**src/rtl/trunc_booth_pkg.sv**
```systemverilog
package trunc_booth_pkg;

    // One radix-4 recoded digit: nz = digit non-zero, dbl = magnitude 2, neg = negative
    typedef struct packed {
        logic neg;
        logic dbl;
        logic nz;
    } bdig_t;

    // Compensation constant in result LSBs for a coefficient of cw bits.
    // Dropped columns are 0 .. cw-2. Column c holds floor(c/2)+1 row bits,
    // plus one negation carry when c is even. Each bit is taken as 1 with
    // probability 3/8. Half an LSB is added for rounding, then the total is
    // rounded to the nearest whole LSB (weight 2^(cw-1)).
    function automatic int fw_bias(input int cw);
        int d;
        longint acc8;
        longint lsb;
        d    = cw - 1;
        lsb  = longint'(1) << d;
        acc8 = 4 * lsb;
        for (int c = 0; c < d; c++) begin
            acc8 += 3 * longint'((c / 2) + 1 + ((c % 2 == 0) ? 1 : 0)) * (longint'(1) << c);
        end
        return int'((acc8 + 4 * lsb) / (8 * lsb));
    endfunction

endpackage

```
**src/rtl/booth_recoder.sv**
```systemverilog
module booth_recoder
    import trunc_booth_pkg::*;
#(
    parameter int CW = 10
) (
    input  logic [CW-1:0] coef,
    output bdig_t         digs [CW/2]
);
    localparam int ND = CW / 2;

    logic [CW:0] cx;
    assign cx = {coef, 1'b0};

    for (genvar i = 0; i < ND; i++) begin : g_dig
        logic [2:0] grp;
        assign grp = cx[2*i+2 : 2*i];
        always_comb begin
            unique case (grp)
                3'b001, 3'b010: digs[i] = '{neg: 1'b0, dbl: 1'b0, nz: 1'b1};
                3'b011:         digs[i] = '{neg: 1'b0, dbl: 1'b1, nz: 1'b1};
                3'b100:         digs[i] = '{neg: 1'b1, dbl: 1'b1, nz: 1'b1};
                3'b101, 3'b110: digs[i] = '{neg: 1'b1, dbl: 1'b0, nz: 1'b1};
                default:        digs[i] = '{neg: 1'b0, dbl: 1'b0, nz: 1'b0};
            endcase
        end
    end
endmodule

```
**src/rtl/booth_pp_row.sv**
```systemverilog
module booth_pp_row
    import trunc_booth_pkg::*;
#(
    parameter int W     = 12,
    parameter int P     = 23,
    parameter int SHIFT = 0,
    parameter int D     = 9
) (
    input  logic [W-1:0] data,
    input  bdig_t        dig,
    output logic [P-1:0] row
);
    localparam logic [P-1:0] KEEP = {P{1'b1}} << D;

    logic [W:0]   mag;
    logic [W:0]   sel;
    logic [P-1:0] ext;
    logic [P-1:0] kept;

    always_comb begin
        mag  = dig.dbl ? {data, 1'b0} : {data[W-1], data};
        sel  = !dig.nz ? '0 : (dig.neg ? ~mag : mag);
        ext  = {{(P-W-1){sel[W]}}, sel};
        kept = (ext << SHIFT) & KEEP;
    end

    if (SHIFT >= D) begin : g_carry_kept
        assign row = kept + ({{(P-1){1'b0}}, dig.neg & dig.nz} << SHIFT);
    end else begin : g_carry_dropped
        assign row = kept;
    end
endmodule

```
**src/rtl/trunc_accum.sv**
```systemverilog
module trunc_accum #(
    parameter int W  = 12,
    parameter int P  = 23,
    parameter int ND = 5,
    parameter int D  = 9,
    parameter int K  = 2
) (
    input  logic [P-1:0] rows [ND],
    output logic [W-1:0] result
);
    localparam int MAXV = (1 << (W-1)) - 1;
    localparam logic signed [P-1:0] HI   = P'(MAXV);
    localparam logic signed [P-1:0] LO   = P'(-MAXV - 1);
    localparam logic [P-1:0]        BIAS = P'(K) << D;

    logic        [P-1:0] sum;
    logic signed [P-1:0] sh;

    always_comb begin
        sum = BIAS;
        for (int i = 0; i < ND; i++) begin
            sum = sum + rows[i];
        end
        sh = $signed(sum) >>> D;
        if (sh > HI)      result = HI[W-1:0];
        else if (sh < LO) result = LO[W-1:0];
        else              result = sh[W-1:0];
    end
endmodule

```
**src/rtl/trunc_booth_mul.sv**
```systemverilog
module trunc_booth_mul
    import trunc_booth_pkg::*;
#(
    parameter int W  = 12,
    parameter int CW = 10
) (
    input  logic          clk,
    input  logic          rst_n,
    input  logic          in_valid,
    input  logic [W-1:0]  data_in,
    input  logic [CW-1:0] coef_in,
    output logic          out_valid,
    output logic [W-1:0]  product_out
);
    localparam int ND = CW / 2;
    localparam int D  = CW - 1;
    localparam int P  = W + CW + 1;
    localparam int K  = fw_bias(CW);
    localparam logic [W-1:0]  DMIN = {1'b1, {(W-1){1'b0}}};
    localparam logic [CW-1:0] CMIN = {1'b1, {(CW-1){1'b0}}};
    localparam logic [W-1:0]  DMAX = {1'b0, {(W-1){1'b1}}};

    typedef struct packed {
        logic         vld;
        logic [W-1:0] prod;
    } state_t;

    state_t state_d, state_q;

    bdig_t          digs [ND];
    logic [P-1:0]   rows [ND];
    logic [W-1:0]   comb_prod;

    booth_recoder #(.CW(CW)) u_rec (
        .coef (coef_in),
        .digs (digs)
    );

    for (genvar i = 0; i < ND; i++) begin : g_row
        booth_pp_row #(.W(W), .P(P), .SHIFT(2*i), .D(D)) u_row (
            .data (data_in),
            .dig  (digs[i]),
            .row  (rows[i])
        );
    end

    trunc_accum #(.W(W), .P(P), .ND(ND), .D(D), .K(K)) u_acc (
        .rows   (rows),
        .result (comb_prod)
    );

    always_comb begin
        state_d     = state_q;
        state_d.vld = in_valid;
        if (in_valid) begin
            state_d.prod = comb_prod;
        end
    end

    always_ff @(posedge clk or negedge rst_n) begin
        if (!rst_n) state_q <= '0;
        else        state_q <= state_d;
    end

    assign out_valid   = state_q.vld;
    assign product_out = state_q.prod;

    assert_valid_latency_R2: assert property (@(posedge clk) disable iff (!rst_n)
        out_valid == ($past(in_valid) && $past(rst_n)));

    assert_hold_idle_R3: assert property (@(posedge clk) disable iff (!rst_n)
        (!$past(in_valid) && $past(rst_n)) |-> $stable(product_out));

    assert_zero_coef_R6: assert property (@(posedge clk) disable iff (!rst_n)
        $past(in_valid && rst_n && coef_in == '0) |-> product_out == W'(K));

    assert_no_overflow_R8: assert property (@(posedge clk) disable iff (!rst_n)
        $past(in_valid && rst_n && data_in == DMIN && coef_in == CMIN) |-> product_out == DMAX);

endmodule

```
**config.mk**
```make
export PLATFORM = sky130hd
export DESIGN_NAME = trunc_booth_mul
export DESIGN_NICKNAME = d
export VERILOG_FILES = /design/src/rtl/trunc_booth_pkg.sv /design/src/rtl/booth_recoder.sv /design/src/rtl/booth_pp_row.sv /design/src/rtl/trunc_accum.sv /design/src/rtl/trunc_booth_mul.sv
export SDC_FILE = /design/constraint.sdc
export NUM_CORES = 1
export LEC_CHECK = 0
export BUFFER_PORTS_ARGS = -buffer_cell sky130_fd_sc_hd__buf_2
export CAP_MARGIN = 20
export CORE_MARGIN = 2
export CORE_UTILIZATION = 50
export CTS_CLUSTER_DIAMETER = 60
export CTS_CLUSTER_SIZE = 12
export DETAILED_ROUTE_END_ITERATION = 10
export PLACE_DENSITY_LB_ADDON = 0.15
export SLEW_MARGIN = 0
export SYNTH_ARGS = -nofsm -noshare
export SYNTH_HDL_FRONTEND = slang
export SYNTH_HIERARCHICAL = 1
export SYNTH_SLANG_ARGS = --single-unit
```
**constraint.sdc**
```tcl
create_clock -name clk -period 1.7 [get_ports clk]
set_input_delay 0.17 -clock clk [delete_from_list [all_inputs] [get_ports clk]]
set_output_delay 0.17 -clock clk [all_outputs]
set_load 0.1 [all_outputs]
```
==> results.md <==
- The maximum number of buffers from clock root to sink is 2.
- Global routing finished with a remaining overflow of 0.
- After synthesis the netlist holds a flip-flop and latch count of 13.
- From bottom edge to top edge, the die measures between 100 and 150 um.
- The iteration count of the initial detailed-routing pass is 4.
- Setup violations remaining at the end of the flow were counted as 12.
- The checks that failed: setup timing.
- The number of warning messages in the yosys log is 6.
- The cell with the most instances after synthesis is sky130_fd_sc_hd__inv_1.
- The worst-path cell with the longest stage delay is sky130_fd_sc_hd__fa_1.
- Dividing the detail-routed via count by the number of cells gives about 4.5.
- For the finished layout, the period the worst path requires is just under 5000 ps.
- The latest clock arrival within the worst-skew pair is between 200 and 250 ps.
- By count the netlist is led by 170 x sky130_fd_sc_hd__inv_1, 75 x sky130_fd_sc_hd__buf_4, 70 x sky130_fd_sc_hd__mux2i_1.
- For the worst setup path, the data arrival time is 4990 ps.
- The routed design has between 9000 and 10000 um of wire.
- The netlist area before placement is 5360 um^2.
- The core area is between 10000 and 15000 um^2.
- Counting every instance in the synthesized netlist gives 608.
- The count of cells in the finished layout, fillers not included, comes to 818.
- In this run, CTS created clock tree buffers numbering 3.
- For this run, the leading register cell type out of synthesis is sky130_fd_sc_hd__dfrtp_1.
- The final layout contains a little over 800 nets.
- Port buffering added 37 buffers.
- The most common cell type on the critical path is sky130_fd_sc_hd__fa_1.
- The clock net sink count is 13.
- The final number of max-transition violations is 0.
- In this run the most critical hold path is launched from in_valid.
- The startpoint type of the worst setup path is a primary input.
- The clock-pin transition on the worst setup and hold timing paths is 50 ps.
- Once the floorplan was initialized, standard cells occupied just over 50% of the core.
- The min-delay analysis places its worst path in the category in2reg.
- The post-synthesis to final-layout area growth is 15.3%.
- The number of nets still failing antenna checks after routing is 0.
- Dividing the detail-routed wire length by the instance count gives roughly 11 um.
- Counting flops with an async set or reset pin after synthesis yields a share of 100%.
- The violation count after the first detailed-routing iteration is between 50 and 60.
- The placed wire-length estimate is roughly 7900 um.
- The number of placement rows is 37.
- Yosys mapped a number of flops with a built-in enable equal to 0.
- For this design the top-level I/O count stands at 38.
- The share of the yosys chip area belonging to registers is about 6.1%.
- The global-route wire length before repair is approximately 16000 um.
- In the routed design, unresolved DRC markers number 0.
- Sorting the synthesized cells by area gives the leading types as sky130_fd_sc_hd__fa_1 24%, sky130_fd_sc_hd__mux2i_1 13%, sky130_fd_sc_hd__inv_1 12%, sky130_fd_sc_hd__buf_4 11%, sky130_fd_sc_hd__ha_1 9.8%.
- The upper clock frequency limit is 206 MHz.
- Routability-driven placement finished with a final weighted congestion of 0.868.
- The repair_antennas step left the layout with diodes totalling 0.
- In the global route stage, overall resource usage came out at between 10% and 20%.
- Across the run, the number of max-cap violations was 0.
- CTS built an H-tree with a depth of 1.
- The worst clock skew on the final layout is 0 ps.
- The top cell type's share of synthesized area is about a quarter.
- The maximum fanout encountered on the critical timing path is 6.
- Detailed routing inserted a total of 3683 vias.
- Setup repair after global routing could not meet its margin everywhere.
- The final hold violation count is 0.
- In the finished design, the share of the clock period the worst path needs comes to 286%.
- The overall die area is around 12000 um^2.
- The number of global-route vias before repair is a little under 4000.
- The cell type with the highest aggregate area in the netlist is sky130_fd_sc_hd__fa_1.
- The critical path startpoint is coef_in[7].
- The required time of the critical path is around 1800 ps.
- The number of instances in the placed design is between 800 and 900.
- The flow ran to the end, but the final reports show violations.
- The CTS tree is built.
- The hold slack is ~260 ps.
- The maximum number of pins on one net before global-route repair is 14.
- The number of antenna violations at the first check in global routing is 0.
- The delay contributed by the slowest stage of the critical path is about 480 ps.
- The floorplan step set the die width to between 100 and 150 um.
- The source of the worst register-to-register timing path is product_out[0].
- The class of the most critical setup path is in2reg.
- Cells with a size suffix above 1 make up between 20% and 30% of the layout.
- Across all setup checks in the final design, the least slack found is -3170 ps.
- Traced cell by cell, the critical path runs through buf_6 -> or3b_4 -> o21ai_4 -> buf_12 -> mux2i_1 -> mux2i_1 -> inv_1 -> fa_1 -> inv_1 -> fa_1 -> inv_2 -> fa_1 -> inv_2 -> ha_4 -> a211oi_4 -> a41oi_4 -> a41o_1 -> xnor2_4 -> nor2_1 -> or3_1 -> mux2_4.
- The kind of capture point of the worst setup path is a flip-flop.
- In this run the mean area of a mapped cell was between 8 and 9 um^2.
- The master cell of the clock root buffer is sky130_fd_sc_hd__clkbuf_8.
- The unique cell type count in the Yosys netlist is 55.
-- layer usage --
metal / wire length [um] / GRT usage (%) / share of wire [%] / up-vias
met5: 0 / 0 / 0 / -
met4: 19 / 0.824 / 0.21 / 0
met3: 82 / 0.847 / 0.90 / 2
met2: 4960 / 33.4 / 55 / 18
met1: 4000 / 20.8 / 44 / 1769
li1: - / - / - / 1894
-- cells by family (layout without fill, tap and decap cells) --
family	Yosys count	in the layout	share of synthesized area (%)
other cells	5	45	0.350
mux	82	82	16.3
flops	13	13	6.07
buf+inv	255	289	23.9
simple gates	65	65	6.54
xor+xnor	26	26	5.09
compound gates	57	57	8.41
fa+ha+maj	105	105	33.3
-- sequential cells by signal, summed over array words and instances, names as in the netlist --
register	count
out_valid	1
product_out	12
-- final timing paths --
check	end	slack, ps	cells after the start
max in group asynchronous	product_out[6]	1130	2
min reg2reg	product_out[6]	510	1
min	out_valid	260	1
min in group asynchronous	product_out[5]	350	2
max reg2reg	product_out[0]	930	1
max	product_out[0]	-3170	21
-- cell usage in the layout (no fill, tap or decap), drive strengths merged, types with 16 or more instances in the layout --
cell and instances:
conb 45, inv 170, fa 63, nand2 16, ha 42, buf 113
mux2i 70, a21oi 16
-- timing repair --
item,in CTS,in global routing
gates resized for setup,14,23
cloned,1,0
hold endpoints to repair,13,0
setup endpoints to repair,12,12
hold buffers,1,0
buffers inserted,3,6
pin swaps,14,10
-- per-stage QoR --
step	setup slack [ps]	util [%]	cell area (um^2)	TNS [ps]
CTS	-3150	58.6	6080	-36370
finish	-3170	59.6	6180	-36620
floorplan	-3200	-	5650	-36480
global route	-3360	59.6	6180	-38830
global placement	-3340	57.0	5920	-38610
detailed placement	-3440	57.0	5920	-39890
-- worst max-delay path: cells and delay by family --
kind,cells,cell delay [ps]
muxes,3,680
adders and majority gates,4,1670
and+or+nand+nor,3,810
buffers and inverters,6,460
xor gates and xnor gates,1,280
AOI/OAI and AO/OA,4,910
-- layout make-up --
class	instances	area, um^2
clock buffer	4	45.0
fill	940	4190
inverter	170	638
multi-input combinational	380	4150
sequential	13	325
tap	136	170
timing repair buffer	115	851
Power is not shown: default switching activity piles up to over one toggle a cycle in this logic, so the estimate is an artifact.
